`src/rtl/mbx_pkg.sv`:
```
package mbx_pkg;
  typedef enum logic [1:0] {
    MBX_IDLE    = 2'b00,
    MBX_POST    = 2'b01,
    MBX_TAKE    = 2'b10,
    MBX_POST_TK = 2'b11
  } mbx_op_e;
endpackage

```
`src/rtl/mbx_hold_reg.sv`:
```
module mbx_hold_reg #(
  parameter int DATA_W = 32
) (
  input  logic              clk_i,
  input  logic              rst_ni,
  input  logic              load_i,
  input  logic [DATA_W-1:0] d_i,
  output logic [DATA_W-1:0] q_o
);
  logic [DATA_W-1:0] q_r;

  always_ff @(posedge clk_i or negedge rst_ni) begin
    if (!rst_ni)     q_r <= '0;
    else if (load_i) q_r <= d_i;
  end

  assign q_o = q_r;

  p_capture_r3: assert property (@(posedge clk_i) disable iff (!rst_ni)
    load_i |=> (q_o == $past(d_i)));
  p_hold_stable_r7: assert property (@(posedge clk_i) disable iff (!rst_ni)
    !load_i |=> $stable(q_o));
endmodule

```
`src/rtl/mbx_pend_ctrl.sv`:
```
module mbx_pend_ctrl
  import mbx_pkg::*;
(
  input  logic clk_i,
  input  logic rst_ni,
  input  logic post_i,
  input  logic take_i,
  output logic pend_o
);
  logic    pend_r;
  mbx_op_e op;

  assign op = mbx_op_e'({take_i, post_i});

  always_ff @(posedge clk_i or negedge rst_ni) begin
    if (!rst_ni) pend_r <= 1'b0;
    else begin
      unique case (op)
        MBX_POST, MBX_POST_TK: pend_r <= 1'b1; // newer post wins over read
        MBX_TAKE:              pend_r <= 1'b0;
        default:               pend_r <= pend_r;
      endcase
    end
  end

  assign pend_o = pend_r;

  p_post_sets_r2: assert property (@(posedge clk_i) disable iff (!rst_ni)
    post_i |=> pend_o);
  p_read_clears_r4: assert property (@(posedge clk_i) disable iff (!rst_ni)
    (take_i && !post_i) |=> !pend_o);
  p_idle_hold_r8: assert property (@(posedge clk_i) disable iff (!rst_ni)
    (!take_i && !post_i) |=> $stable(pend_o));
endmodule

```
`src/rtl/sig_mailbox.sv`:
```
module sig_mailbox #(
  parameter int DATA_W = 32
) (
  input  logic              clk_i,
  input  logic              rst_ni,
  input  logic              post_en_i,
  input  logic [DATA_W-1:0] post_data_i,
  output logic              wait_rdy_o,
  input  logic              wait_en_i,
  output logic [DATA_W-1:0] wait_data_o
);
  logic pend;
  logic take;

  // a read only counts while a message is pending
  assign take = wait_en_i & pend;

  mbx_pend_ctrl u_pend (
    .clk_i  (clk_i),
    .rst_ni (rst_ni),
    .post_i (post_en_i),
    .take_i (take),
    .pend_o (pend)
  );

  mbx_hold_reg #(.DATA_W(DATA_W)) u_hold (
    .clk_i  (clk_i),
    .rst_ni (rst_ni),
    .load_i (post_en_i),
    .d_i    (post_data_i),
    .q_o    (wait_data_o)
  );

  assign wait_rdy_o = pend;

  p_no_effect_r6: assert property (@(posedge clk_i) disable iff (!rst_ni)
    (!wait_rdy_o && !post_en_i) |=> (!wait_rdy_o && $stable(wait_data_o)));
  p_collide_r5: assert property (@(posedge clk_i) disable iff (!rst_ni)
    (post_en_i && wait_en_i && wait_rdy_o) |=> (wait_rdy_o && wait_data_o == $past(post_data_i)));
  p_reset_r1: assert property (@(posedge clk_i)
    !rst_ni |-> (!wait_rdy_o && wait_data_o == '0));
endmodule

```
`config.mk`:
```
export PLATFORM = sky130hd
export DESIGN_NAME = sig_mailbox
export DESIGN_NICKNAME = d
export VERILOG_FILES = /design/src/rtl/mbx_pkg.sv /design/src/rtl/mbx_hold_reg.sv /design/src/rtl/mbx_pend_ctrl.sv /design/src/rtl/sig_mailbox.sv
export SDC_FILE = /design/constraint.sdc
export NUM_CORES = 1
export LEC_CHECK = 0
export BUFFER_PORTS_ARGS = -buffer_cell sky130_fd_sc_hd__buf_4
export CELL_PAD_IN_SITES_DETAIL_PLACEMENT = 1
export CELL_PAD_IN_SITES_GLOBAL_PLACEMENT = 1
export CORE_MARGIN = 1.5
export CORE_UTILIZATION = 38
export DETAILED_ROUTE_END_ITERATION = 8
export GPL_ROUTABILITY_DRIVEN = 0
export PLACE_DENSITY_LB_ADDON = 0.1
export REMOVE_ABC_BUFFERS = 1
export SKIP_CTS_REPAIR_TIMING = 1
export SYNTH_ARGS = -nofsm -noshare
export SYNTH_HDL_FRONTEND = slang
export SYNTH_SLANG_ARGS = --single-unit
```
`constraint.sdc`:
```
create_clock -name clk_i -period 1.6 [get_ports clk_i]
set_clock_uncertainty 0.15 [all_clocks]
set_input_delay 0.32 -clock clk_i [delete_from_list [all_inputs] [get_ports clk_i]]
set_output_delay 0.32 -clock clk_i [all_outputs]
set_load 0.1 [all_outputs]
```
==> reports/results.tsv, run 1 <==
metric	value	unit
grt_antenna_before_repair	0	
die_area	0.003996	mm2
start_kind	register	
boundaryPins	69	
design.core.area	0.003416	mm2
worst-setup-path-type	reg -> out	
nFillCells	341	
tightest_slew	0.4227	ns
grt-ovfl-total	0	
cts_buffer_depth	2	
hold_class	in -> reg	
status	finished, final reports clean	
grt_max_degree	34	
drcViolationCount	0	
vias_per_cell	4.487	
drt_first_pass_iters	3	
rows	21	
crit_slowest_cell	dfrtp_1	
cp.arrival	0.99	ns
grt_pass1_vias	945	
numCtsBuffers	5	
leakage	0.001027	uW
area_delta_synth_final	43.32	%
fin_nets	180	
track_usage	0.1481	
cp-end-kind	output port	
hold_violations	0	
ys_ff_latch	33	
drive_gt1_frac	0.7517	
initial_core_util	0.4033	
worstPathMaxFanout	2	
slowest_delay	0.38	ns
fmax	686.6	MHz
die_h	63.21	um
setup_viol	0	
vias	857	
ant_nets	0	
yosysWarnings	0	
clock_sinks	33	
cp.required	1.13	ns
drv_cap	0	
clock_tree.root_cell	clkbuf_4	
clk_latency	0.31	ns
setup_tns	0	ns
num_antenna_cells	0	
htreeDepth	2	
multi_input_area	476.7	um2
dp_hpwl	1.905	mm
io_buffer_count	68	
clk_pin_slew	0.10	ns
ys_seq_area_frac	0.5995	
rsz0062_at_grt	false	
area.sequential	825.8	um2
cts_tree	yes	
syn_area	0.001378	mm2
finalMaxSlewViolations	0	
ir_drop	0.6979	mV
totalPowerFinal	2492	uW
wl_per_cell	14.24	um
grt_pass1_wl	4.498	mm
avgSynthCellArea	19.40	um2
crit_family	flip-flops	
p_per_area	1262	mW/mm2
routed_wl	2.719	mm
min_period_over_period	0.9103	
drt_iter0_drc	31	
period_needed	1.456	ns
die-width	63.21	um
synth.distinct_cells	7	
slew_headroom	0.7182	
cp_cell_sequence	buf_4	
syn_inst	71	
crit_buf_inv	1	
-- through the flow --
stage	setup slack, ns	cells	area, um2	util	hold slack (ns)
2_1_floorplan	0.1917	67	1306	-	-0.1256
3_3_place_gp	0.3079	182	1894	0.5546	0.1342
3_5_place_dp	0.2852	182	1894	0.5546	0.1381
4_1_cts	0.1094	190	1964	0.5751	-0.2246
5_1_grt	0.06293	191	1974	0.5780	0.03863
6_report	0.1435	191	1974	0.5780	0.08006
-- placed cells by master, fill, tap and decap left out, drive strengths merged --
cell,Yosys,routed
a21o,1,1
dlygate4sd3,0,1
mux2,32,32
clkbuf,0,7
clkinv,0,1
dfrtp,33,33
buf,4,69
inv,1,1
-- state kept, by name (all words and copies together), names as in the netlist --
register and cells:
u_hold.q_o 32, u_pend.pend_o 1
-- cell type report --
| cell class | instances | area share |
|---|---|---|
| sequential | 33 | 0.4183 |
| timing repair buffer | 70 | 0.2738 |
| multi-input combinational | 33 | 0.2414 |
| clock buffer | 7 | 0.03295 |
| tap | 46 | 0.02915 |
| clock inverter | 1 | 0.002535 |
| inverter | 1 | 0.001901 |
-- path summary, 6_finish.rpt --
path,start,endpoint,slack (ns),cells past startpoint
max in group asynchronous,rst_ni,u_hold.q_o[0]$_DFFE_PN0P_,0.67,2
worst max-delay path,u_hold.q_o[12]$_DFFE_PN0P_,wait_data_o[12],0.14,1
worst min-delay path,post_data_i[2],u_hold.q_o[2]$_DFFE_PN0P_,0.08,2
min in group asynchronous,rst_ni,u_hold.q_o[30]$_DFFE_PN0P_,0.32,2
worst max register to register,u_hold.q_o[4]$_DFFE_PN0P_,u_hold.q_o[4]$_DFFE_PN0P_,0.67,1
worst min register to register,u_pend.pend_o$_DFFE_PN0P_,u_pend.pend_o$_DFFE_PN0P_,0.37,1
-- report_power, final --
part	internal, uW	switching [uW]	leakage, uW
Combinational	280	731	0.000601
Clock	255	262	0.0000413
Sequential	916	47.4	0.000385
-- cells by family (layout without fill, tap and decap cells) --
family / count (synthesis) / count (layout) / share of synthesized area
muxes: 32 / 32 / 0.3406
DFF: 33 / 33 / 0.5995
AOI/OAI and AO/OA: 1 / 1 / 0.005452
buffers and inverters: 5 / 79 / 0.05449
-- cell usage after synthesis --
cell type,instances,area share
dfrtp_1,33,0.60
mux2_4,29,0.32
buf_12,3,0.044
mux2_2,3,0.025
a21o_1,1,0.0055
buf_6,1,0.0082
inv_1,1,0.0027
-- metal layers --
layer | wire length [um] | global-route usage | vias to the layer above | share of wire
met5 | 0 | 0 | - | 0
met4 | 15 | 0.04891 | 0 | 0.0055
met3 | 188 | 0.06964 | 2 | 0.069
met2 | 1305 | 0.2420 | 41 | 0.48
met1 | 1209 | 0.1719 | 424 | 0.44
li1 | - | - | 390 | -
(Power assumes the default switching activity.)
==> run 2, diff against run 1 <==
CORE_UTILIZATION = 32   (was 38)
clock period = 1.26 ns   (was 1.6 ns; I/O delays follow)
==> run 2 against run 1 <==
The flow now finishes with violations (negative setup slack). Count of clock-buffer cells in the layout is the same. Final cell count is 13% higher. Cell area is 31% higher. Global-route usage shrank 1.3 points. Wire length rose by 23%. Critical path type unchanged. Largest cell class is now non-clock buffers.
==> reports/results.tsv, run 2 (synthesis gave the netlist of run 1 again) <==
metric	value	unit	change
r2r-end	u_hold.q_o[29]$_DFFE_PN0P_		
cp.required	0.86	ns	-0.27 ns
final_common_cell	buf_4		
fmax	778.0	MHz	
io_buffer_count	68		unchanged
crit_end	wait_data_o[0]		
wl_per_cell	15.47	um	+8.7%
period_needed	1.285	ns	
grt_max_degree	34		unchanged
routed_wl	3.342	mm	+23%
track_usage	0.1348		-0.01325
p_per_area	1439	mW/mm2	+14%
min_from	post_data_i[21]		
clk_pin_slew	0.06	ns	-0.04 ns
vias	937		+9.3%
fin_nets	202		+12%
grt_antenna_before_repair	0		unchanged
num_antenna_cells	0		unchanged
ff2ff_path_depth	2		+1
cp_cell_sequence	buf_12		
timing.reg2reg.setup_slack	0.17	ns	-0.50 ns
drive_gt1_frac	0.7771		+0.02538
dp_hpwl	2.069	mm	+8.6%
grt_pass1_vias	954		+0.95%
violations	negative setup slack		
status	complete, but fails checks		
totalPowerFinal	3721	uW	+49%
cts_tree	yes		
numCtsBuffers	5		unchanged
crit_start	u_hold.q_o[0]$_DFFE_PN0P_		
crit_buf_inv	1		unchanged
initial_core_util	0.3395		-0.06380
worstSetupPathDepth	1		unchanged
hold_class	in -> reg		
hold_violations	0		unchanged
largest_register_ffs	32		unchanged
start_kind	register		
clock_sinks	33		unchanged
slowest_delay	0.41	ns	+0.03 ns
boundaryPins	69		unchanged
fin_ws	-0.02539	ns	-0.1689 ns
clk_latency	0.27	ns	-0.04 ns
clock_tree.root_cell	clkbuf_8		
min_period_over_period	1.020		
placed_cells	187		+2.7%
slew_headroom	0.7188		about the same
cts_buffer_depth	2		unchanged
setup_viol	23		+23
final_cells	216		+13%
rsz0062_at_grt	true		
reg2reg_from	u_hold.q_o[29]$_DFFE_PN0P_		
die_h	68.61	um	+8.5%
final_cell_mix	56 x buf_4, 35 x buf_12, 33 x dfrtp_1, 29 x mux2_4, 6 x clkbuf_8		
die-width	68.61	um	+8.5%
worst-setup-path-type	reg -> out		
rows	23		+9.5%
vias_per_cell	4.338		-3.3%
final_util	0.6374		+0.05935
die_area	0.004707	mm2	+18%
crit_slowest_cell	dfrtp_1		
area_delta_synth_final	87.74	%	
leakage	0.001292	uW	+26%
worstPathMaxFanout	2		unchanged
htreeDepth	2		unchanged
ir_drop	0.7444	mV	+6.7%
drt_first_pass_iters	4		+1
tightest_slew	0.4218	ns	-0.0009780 ns
finalMaxSlewViolations	0		unchanged
drcViolationCount	0		unchanged
setup_tns	-0.2100	ns	-0.2100 ns
cp.arrival	0.88	ns	-0.11 ns
crit_family	flip-flops		
ant_nets	0		unchanged
cp-end-kind	output port		
grt_pass1_wl	4.560	mm	+1.4%
drv_cap	0		unchanged
drt_iter0_drc	16		-48%
grt-ovfl-total	0		unchanged
design.core.area	0.004058	mm2	+19%
[run 2: layout make-up]
class,count,area (um2)
fillers,367,1471
repair buffers,92,1131
flip-flops and latches,33,825.8
multi-input cells,33,476.7
clock buffers,7,86.33
well taps,50,62.56
inverters,1,3.754
[run 2: power by group]
group / internal, uW / leakage, uW / total, uW / switching, uW
sequential: 1170 / 0.000385 / 1280 / 119
clock: 432 / 0.0000443 / 766 / 334
combinational: 708 / 0.000863 / 1670 / 962
total: 2310 / 0.00129 / 3720 / 1410
[run 2: layer usage]
metal  wire [um]  GRT usage  up-vias  part of all wire
met4          27    0.04500        0            0.0081
met5           0          0        -                 0
met1        1272     0.1699      454              0.38
li1            -          -      434                 -
met2        1721     0.1971       46              0.51
met3         321    0.07143        3             0.096
[run 2: per-stage QoR]
| stage | worst slack [ns] | instance area (um2) | hold WS, ns |
|---|---|---|---|
| floorplan | -0.1483 | 1306 | -0.1936 |
| CTS | -0.09458 | 2006 | -0.2319 |
| detailed placement | 0.07900 | 1919 | 0.07137 |
| global placement | 0.1076 | 1919 | 0.06802 |
| global route | -0.07133 | 2586 | 0.04010 |
| finish | -0.02539 | 2586 | 0.05657 |
[run 2: worst min-delay path by stage]
| stage | to | slack, ns | cells after the start |
|---|---|---|---|
| 2_1_floorplan | u_hold.q_o[0]$_DFFE_PN0P_ | -0.19 | 0 |
| 3_3_place_gp | u_hold.q_o[2]$_DFFE_PN0P_ | 0.07 | 1 |
| 3_5_place_dp | u_hold.q_o[2]$_DFFE_PN0P_ | 0.07 | 1 |
| 4_1_cts | u_hold.q_o[1]$_DFFE_PN0P_ | -0.23 | 1 |
| 5_1_grt | u_hold.q_o[5]$_DFFE_PN0P_ | 0.04 | 2 |
| 6_report | u_hold.q_o[21]$_DFFE_PN0P_ | 0.06 | 2 |
